[config.mk]
export PLATFORM = sky130hd
export DESIGN_NAME = ncg_gate
export DESIGN_NICKNAME = d
export VERILOG_FILES = /design/src/rtl/ncg_pkg.sv /design/src/rtl/ncg_sync.sv /design/src/rtl/ncg_activity_mon.sv /design/src/rtl/ncg_collision_tracker.sv /design/src/rtl/ncg_gate.sv
export SDC_FILE = /design/constraint.sdc
export NUM_CORES = 1
export LEC_CHECK = 0
export BUFFER_PORTS_ARGS = -buffer_cell sky130_fd_sc_hd__buf_2
export CELL_PAD_IN_SITES_DETAIL_PLACEMENT = 1
export CELL_PAD_IN_SITES_GLOBAL_PLACEMENT = 1
export CORE_UTILIZATION = 35
export CTS_CLUSTER_DIAMETER = 40
export DETAILED_ROUTE_END_ITERATION = 16
export GPL_TIMING_DRIVEN = 0
export PLACE_DENSITY_LB_ADDON = 0.1
export SYNTH_ARGS = -nofsm -noshare
export SYNTH_HDL_FRONTEND = slang
export SYNTH_SLANG_ARGS = --single-unit
[constraint.sdc]
create_clock -name clk -period 2.3 [get_ports clk]
set_input_delay 0.345 -clock clk [delete_from_list [all_inputs] [get_ports clk]]
set_output_delay 0.345 -clock clk [all_outputs]
set_load 0.005 [all_outputs]
[src/rtl/ncg_pkg.sv]
`timescale 1ns/1ps
package ncg_pkg;
  // Default number of synchroniser flops on each asynchronous input.
  localparam int unsigned SYNC_DEPTH = 2;

  // Saturating increment for idle counters of any width up to 32 bits.
  function automatic logic [31:0] sat_inc(input logic [31:0] v, input int unsigned w);
    logic [31:0] top_val;
    top_val = (w >= 32) ? 32'hFFFF_FFFF : ((32'd1 << w) - 32'd1);
    return (v >= top_val) ? v : v + 32'd1;
  endfunction
endpackage

[src/rtl/ncg_sync.sv]
`timescale 1ns/1ps
module ncg_sync #(
  parameter int unsigned STAGES = ncg_pkg::SYNC_DEPTH,
  parameter int unsigned WIDTH  = 1
) (
  input  logic             clk,
  input  logic             rst_n,
  input  logic [WIDTH-1:0] async_i,
  output logic [WIDTH-1:0] sync_o
);
  logic [WIDTH-1:0] chain [STAGES];

  generate
    for (genvar s = 0; s < STAGES; s++) begin : g_stage
      if (s == 0) begin : g_first
        always_ff @(posedge clk) begin
          if (!rst_n) chain[s] <= '0;
          else        chain[s] <= async_i;
        end
      end else begin : g_next
        always_ff @(posedge clk) begin
          if (!rst_n) chain[s] <= '0;
          else        chain[s] <= chain[s-1];
        end
      end
    end
  endgenerate

  assign sync_o = chain[STAGES-1];
endmodule

[src/rtl/ncg_activity_mon.sv]
`timescale 1ns/1ps
module ncg_activity_mon #(
  parameter int unsigned CNT_W  = 16,
  parameter int unsigned STAGES = ncg_pkg::SYNC_DEPTH
) (
  input  logic             clk,
  input  logic             rst_n,
  input  logic             line_s,
  input  logic [CNT_W-1:0] limit_i,
  output logic             present_o
);
  localparam int unsigned WARM_W = $clog2(STAGES + 2);
  localparam logic [WARM_W-1:0] WARM_END = WARM_W'(STAGES + 1);

  logic              prev_q;
  logic [WARM_W-1:0] warm_q;
  logic              armed;
  logic              edge_seen;
  logic [CNT_W-1:0]  idle_q;
  logic              present_q;

  assign armed     = (warm_q == WARM_END);
  assign edge_seen = armed && (line_s != prev_q);

  // Warm-up: the synchroniser must fill before edges are trusted.
  always_ff @(posedge clk) begin
    if (!rst_n) begin
      warm_q <= '0;
      prev_q <= 1'b0;
    end else begin
      prev_q <= line_s;
      if (!armed) warm_q <= warm_q + 1'b1;
    end
  end

  // Retriggerable idle counter and the carrier state.
  always_ff @(posedge clk) begin
    if (!rst_n) begin
      idle_q    <= '0;
      present_q <= 1'b0;
    end else if (edge_seen) begin
      idle_q    <= '0;
      present_q <= 1'b1;
    end else if (idle_q >= limit_i) begin
      present_q <= 1'b0;
    end else begin
      idle_q <= CNT_W'(ncg_pkg::sat_inc(32'(idle_q), CNT_W));
    end
  end

  assign present_o = present_q;

  assert_edge_sets_R2: assert property (@(posedge clk) disable iff (!rst_n)
    edge_seen |=> present_q);
  assert_timeout_drops_R4: assert property (@(posedge clk) disable iff (!rst_n)
    (!edge_seen && idle_q >= limit_i) |=> !present_q);
  assert_stays_lost_R4: assert property (@(posedge clk) disable iff (!rst_n)
    (!present_q && !edge_seen) |=> !present_q);
endmodule

[src/rtl/ncg_collision_tracker.sv]
`timescale 1ns/1ps
module ncg_collision_tracker (
  input  logic clk,
  input  logic rst_n,
  input  logic coll_s,
  input  logic clear_i,
  output logic sticky_o
);
  logic sticky_q;

  // A live collision wins over a clear in the same cycle.
  always_ff @(posedge clk) begin
    if (!rst_n)       sticky_q <= 1'b0;
    else if (coll_s)  sticky_q <= 1'b1;
    else if (clear_i) sticky_q <= 1'b0;
  end

  assign sticky_o = sticky_q;

  assert_sticky_sets_R8: assert property (@(posedge clk) disable iff (!rst_n)
    coll_s |=> sticky_q);
  assert_sticky_holds_R8: assert property (@(posedge clk) disable iff (!rst_n)
    (sticky_q && !clear_i) |=> sticky_q);
  assert_clear_works_R9: assert property (@(posedge clk) disable iff (!rst_n)
    (clear_i && !coll_s) |=> !sticky_q);
endmodule

[src/rtl/ncg_gate.sv]
`timescale 1ns/1ps
module ncg_gate #(
  parameter int unsigned CNT_W  = 16,
  parameter int unsigned STAGES = ncg_pkg::SYNC_DEPTH
) (
  input  logic             clk,
  input  logic             rst_n,
  input  logic             net_clk_i,
  input  logic             coll_flag_i,
  input  logic [CNT_W-1:0] idle_limit_i,
  input  logic             coll_clear_i,
  output logic             carrier_o,
  output logic             cts_o,
  output logic             coll_sticky_o
);
  logic [1:0] raw_in;
  logic [1:0] synced;
  logic       line_s;
  logic       coll_s;
  logic       present;
  logic       cts_q;

  assign raw_in = {coll_flag_i, net_clk_i};

  ncg_sync #(.STAGES(STAGES), .WIDTH(2)) u_sync (
    .clk(clk), .rst_n(rst_n), .async_i(raw_in), .sync_o(synced)
  );

  assign line_s = synced[0];
  assign coll_s = synced[1];

  ncg_activity_mon #(.CNT_W(CNT_W), .STAGES(STAGES)) u_mon (
    .clk(clk), .rst_n(rst_n), .line_s(line_s),
    .limit_i(idle_limit_i), .present_o(present)
  );

  ncg_collision_tracker u_coll (
    .clk(clk), .rst_n(rst_n), .coll_s(coll_s),
    .clear_i(coll_clear_i), .sticky_o(coll_sticky_o)
  );

  // Either fault condition alone withholds clear-to-send.
  always_ff @(posedge clk) begin
    if (!rst_n) cts_q <= 1'b0;
    else        cts_q <= present & ~coll_s;
  end

  assign carrier_o = present;
  assign cts_o     = cts_q;

  assert_cts_needs_carrier_R7: assert property (@(posedge clk) disable iff (!rst_n)
    cts_q |-> $past(present));
  assert_collision_blocks_R6: assert property (@(posedge clk) disable iff (!rst_n)
    coll_s |=> !cts_q);
  assert_cts_grant_R5: assert property (@(posedge clk) disable iff (!rst_n)
    (present && !coll_s) |=> cts_q);
endmodule

# Word-level counts from Yosys, hierarchy flattened
# Memory sizes are Yosys's and may differ from the RTL's.
# Cells that the tools add are included.
[word_totals]
regBits = 22
mem_bits_rw = 4
inputBits = 21
out_inout_bits = 3
n_memories = 1
[op_classes]
n_addsub = 2
order_cmp = 2
n_eq_ne = 2
n_mux = 8
n_bitwise = 7
n_reduce_logical = 5
[mem_list]
columns = ["memory", "depth", "word_bits", "rd", "rd_clocked_by_memory_dff", "wr", "line_no", "rtl"]
rows = [
  ["u_sync.chain", 2, 2, 2, 0, 2, "ncg_sync.sv:11", "logic [WIDTH-1:0] chain [STAGES];"],
]
[op_table]
columns = ["operator", "n"]
rows = [
  ["$add A16 B1 Y16 const B", 1],
  ["$ge A16 B16 Y1", 1],
  ["$ge A16 B16 Y1 const B", 1],
  ["$mux W1", 6],
  ["$mux W2", 2],
  ["$not A1 Y1", 4],
  ["$reduce_bool A2 Y1", 2],
  ["$add A2 B1 Y2 const B", 1],
  ["$eq A2 B2 Y1 const B", 1],
  ["$or A1 B1 Y1", 2],
  ["$reduce_and A2 Y1", 1],
  ["$reduce_or A2 Y1", 1],
  ["$and A1 B1 Y1", 1],
  ["$logic_and A1 B1 Y1", 1],
  ["$ne A1 B1 Y1", 1],
]

# Depth between registers and ports, before layout
[depth]
depth_word = 3
ltp_mapped = 8
depth_no_buf = 8

# Hierarchy
# A second synthesis with hierarchy kept.
[hier_totals]
hier_cells = 182
area_unflattened_um2 = 1616.6
[by_module_without_submodules]
columns = ["module", "instances", "cells_per_inst", "area_per_inst_um2", "seq_area_each_um2"]
rows = [
  ["ncg_activity_mon", 1, 169, 1441.4, 400.4],
  ["ncg_sync", 1, 8, 105.1, 80.1],
  ["ncg_collision_tracker", 1, 3, 41.3, 20.0],
  ["ncg_gate", 1, 2, 28.8, 20.0],
]

# Worst setup path after synthesis
# No wires, ideal clock.
[synth_path]
kind = "flip-flop to flip-flop"
startpoint = "register u_mon.idle_q[0]"
endpoint = "register u_mon.idle_q[8]"
arrival_ns = 2.021
t_required_ns = 2.229
setup_slack_ns = 0.208
path_stages_with_launch = 9
period_less_slack_ns = 2.092
path_cell_list = "dfxtp_1 > inv_1 > ha_1 > nand2b_4 > a2111oi_4 > o32a_4 > nand3_4 > or4_1 > a21oi_1"
[synth_via]
elab_chain_cells = 3
elab_cells_between_ends = 6
cone_classes = "add/sub (1); order compare (2); bitwise (2); reduce/logical (1)"
[synth_lines]
columns = ["element", "line_no", "rtl"]
rows = [
  ["start: declaration", "ncg_activity_mon.sv:19", "logic [CNT_W-1:0] idle_q;"],
  ["start signal: assignment", "ncg_activity_mon.sv:47", "idle_q <= CNT_W'(ncg_pkg::sat_inc(32'(idle_q), CNT_W));"],
  ["$ge A16 B16 Y1, on equally long branches", "ncg_activity_mon.sv:44, ncg_pkg.sv:10", ""],
  ["$not A1 Y1 (no line)", "n/a", ""],
  ["$reduce_and A2 Y1 (no line)", "n/a", ""],
]
# Several ways; a longest one is shown, not always the timed one.
# A chain may end at the register's enable or synchronous reset.

# Final worst setup path
[layout_path]
startpoint = "register u_mon.idle_q[13]"
endpoint = "register u_mon.idle_q[1]"
[layout_via]
elab_chain_cells = 3
elab_cells_between_ends = 5
cone_classes = "order compare (2); bitwise (2); reduce/logical (1)"
[layout_lines]
columns = ["element", "line_no"]
rows = [
  ["$ge A16 B16 Y1, on equally long branches", "ncg_activity_mon.sv:44, ncg_pkg.sv:10"],
  ["$not A1 Y1 (no line)", "n/a"],
  ["$reduce_and A2 Y1 (no line) (*)", "n/a"],
]
# Mark *: on every way between the ends. The rest lies on a longest branch, timed or not.

==> impl_metrics.csv <==
group,metric,value,unit
global_routing,antenna_found_initial,0,
timing,setup_viol,0,
timing,setup_ws,120,ps
cts,htreeDepth,1,
cts,clkLatencyLatePin,280,ps
setup_path,critPathLaunchType,"register",
global_routing,grt-ovfl-total,0,
synth,syn_nets,216,
setup_path,critPathArrivalTime,2330,ps
cts,clk_pin_slew,90,ps
setup_path,reg2reg_depth,8,
die,pin_count,24,
setup_path,crit_buf_inv,1,
setup_path,worstSetupPathType,"reg2reg",
cts,cts.path.max_buffers,2,
job,max-cap-violations,0,
synth,synth-async-reset-ratio,0,%
setup_path,cpPeakStageDelay,460,ps
timing,skew,4.26,ps
die,dieArea,0.00484,mm^2
setup_path,path_cells,"ha_1, and4_4, nand4_1, o32a_4, nand3_2, buf_4, mux2i_1, nor2_1",
cts,tritoncts,"built",
cts,cts_buffers,3,
final_layout,drive_gt1_share,24.3,%
power_and_ir_drop,p_per_area,516,mW/mm^2
setup_path,path_delay_family,"simple AND/OR/NAND/NOR gates",
synth,synth_area,0.00160,mm^2
route,ant_nets,0,
setup_path,reg2reg_slack,120,ps
timing,drv_slew,0,
timing,fin_hold_ws,271,ps
synth,syn_avg_cell_area,9.03,um^2
die,die_h,69.6,um
worst_hold_path,hold_path.class,"in2reg",
final_layout,layout_commonest_cell,"buf_2",
run_status,outcome,"completed",
final_layout,final_cell_mix,"23 x buf_2, 22 x dfxtp_1, 20 x inv_1, 18 x ha_1, 16 x nand2_1",
route,dr.pass1.iters,4,
setup_path,cp_slowest_cell,"o32a_4",
timing,period_share,94.8,%
setup_path,critical_path_required,2450,ps
timing,tightest_slew,574,ps
final_layout,fin_nets,250,
setup_path,r2r-end,"u_mon.idle_q[1]",
route,vias,1372,
setup_path,cp-endpoint,"u_mon.idle_q[1]",
cts,root_buffer,"clkbuf_8",
setup_path,worst-path-stages,8,
die,initial_utilization,36.4,%
global_routing,grt_pass1_wl,6440,um
power_and_ir_drop,ir_drop,0.237,mV
synth,synth_seq_cells,26,
route,via_per_inst,5.24,
route,routed_wl,3760,um
route,remaining_drc_errors,0,
synth,ys_warn_count,0,
timing,grt_setup_unrepaired,"no",
synth,seq_area_frac_synth,32.6,%
power_and_ir_drop,finalPower,991,uW
synth,synth_edf_count,0,
route,drt_iter0_drc,36,
route,post_drt_wl_per_cell,14.4,um
global_routing,grt_usage,16.4,%
final_layout,syn_to_final_growth,20.2,%
placement,io_buffer_count,23,
setup_path,worstPathMaxFanout,7,
timing,finalHoldViolCount,0,
setup_path,crit_path_start,"u_mon.idle_q[13]",
timing,fmax,459,MHz
cts,ctsHoldBuffers,0,
setup_path,rr_startpoint,"u_mon.idle_q[13]",
synth,synthCells,177,
timing,min_period,2180,ps
power_and_ir_drop,p_leak,0.868,nW
placement,dpl.hpwl,2920,um
placement,routabilityCongestion,0.767,
placement,place_ws,-64.0,ps
global_routing,grt_max_degree,16,
setup_path,crit_path_end_kind,"register",
cts,cts_sinks,26,
die,rows,24,
die,core,0.00438,mm^2
global_routing,first_global_vias,1445,
synth,synth.distinct_cells,43,
synth,synth-main-ff-cell,"dfxtp_1",
final_layout,n_antenna_cell,0,
timing,slew_headroom,61.7,%
die,die_width,69.6,um
-- through the flow --
stage	cell area [um^2]	util, %	instances	setup TNS (ps)
3_5_place_dp	1780	40.6	252	-303
3_3_place_gp	1780	40.6	252	-0.225
4_1_cts	1850	42.2	256	0
5_1_grt	1920	43.8	262	0
2_1_floorplan	1600	-	177	0
6_report	1920	43.8	262	0
-- cell usage after synthesis (3+ instances only) --
master | number | area, um^2
nand2b_1 | 3 | 18.8
nand4_1 | 7 | 43.8
o31ai_1 | 3 | 22.5
o21a_1 | 3 | 22.5
xor2_1 | 4 | 35.0
nor2_1 | 12 | 45.0
dfxtp_1 | 26 | 521
ha_1 | 18 | 225
inv_1 | 20 | 75.1
or4_1 | 5 | 37.5
mux2i_1 | 5 | 50.1
nand2_1 | 16 | 60.1
nand3_1 | 3 | 15.0
and2_1 | 8 | 50.1
a21oi_1 | 8 | 40.0
-- area by class of cell --
| class | count | area (um^2) |
|---|---|---|
| fill | 531 | 2460 |
| multi-input combinational | 129 | 1020 |
| sequential | 26 | 526 |
| timing repair buffer | 28 | 153 |
| inverter | 20 | 75.1 |
| tap | 52 | 65.1 |
| clock buffer | 3 | 41.3 |
| clock inverter | 1 | 30.0 |
| buffer | 3 | 11.3 |
-- timing repair --
| item | in CTS | in global routing |
|---|---|---|
| setup buffers | 0 | 5 |
| pin swaps | 1 | 5 |
| cloned | 0 | 1 |
| endpoints found under the setup margin | 4 | 8 |
| gates resized for setup | 2 | 8 |
-- per-layer routing --
layer	GRT usage, %	wire, um	vias up
met3	1.89	87	5
met1	20.6	1750	658
met4	5.22	51	0
met2	29.2	1880	18
li1	-	-	691
met5	0	0	-
-- power by group --
group          total [mW]  internal (mW)  switching, mW
logic               0.123         0.0643         0.0585
clock network       0.388          0.233          0.155
registers           0.480          0.468         0.0120
total               0.991          0.766          0.226
-- worst min-delay path by stage --
stage,end,slack (ps),depth (start not counted),from
floorplan,u_sync.chain[1][0],410,1,u_sync.chain[0][0]
global placement,u_sync.chain[1][0],410,1,u_sync.chain[0][0]
detailed placement,u_sync.chain[1][1],430,1,u_sync.chain[0][1]
CTS,u_sync.chain[0][1],270,2,coll_flag_i
global route,u_sync.chain[0][0],270,2,net_clk_i
finish,u_sync.chain[0][1],270,2,coll_flag_i
-- kinds of logic after synthesis --
kind of cell | share of synthesized area, %
AO/OA/AOI/OAI | 15.0
XOR/XNOR | 3.29
adder cells (fa/ha/maj) | 14.1
buffers and inverters | 5.40
flip-flops | 32.6
multiplexers | 3.13
AND/OR/NAND/NOR | 26.5
-- registers in the layout, indices dropped and copies added, names as in the netlist --
register,count
u_mon.idle_q,16
u_mon.warm_q,2
cts_o,1
u_coll.sticky_o,1
u_mon.present_o,1
u_mon.prev_q,1
u_sync.chain,4
Note: power is estimated with default switching activity, not from simulation.
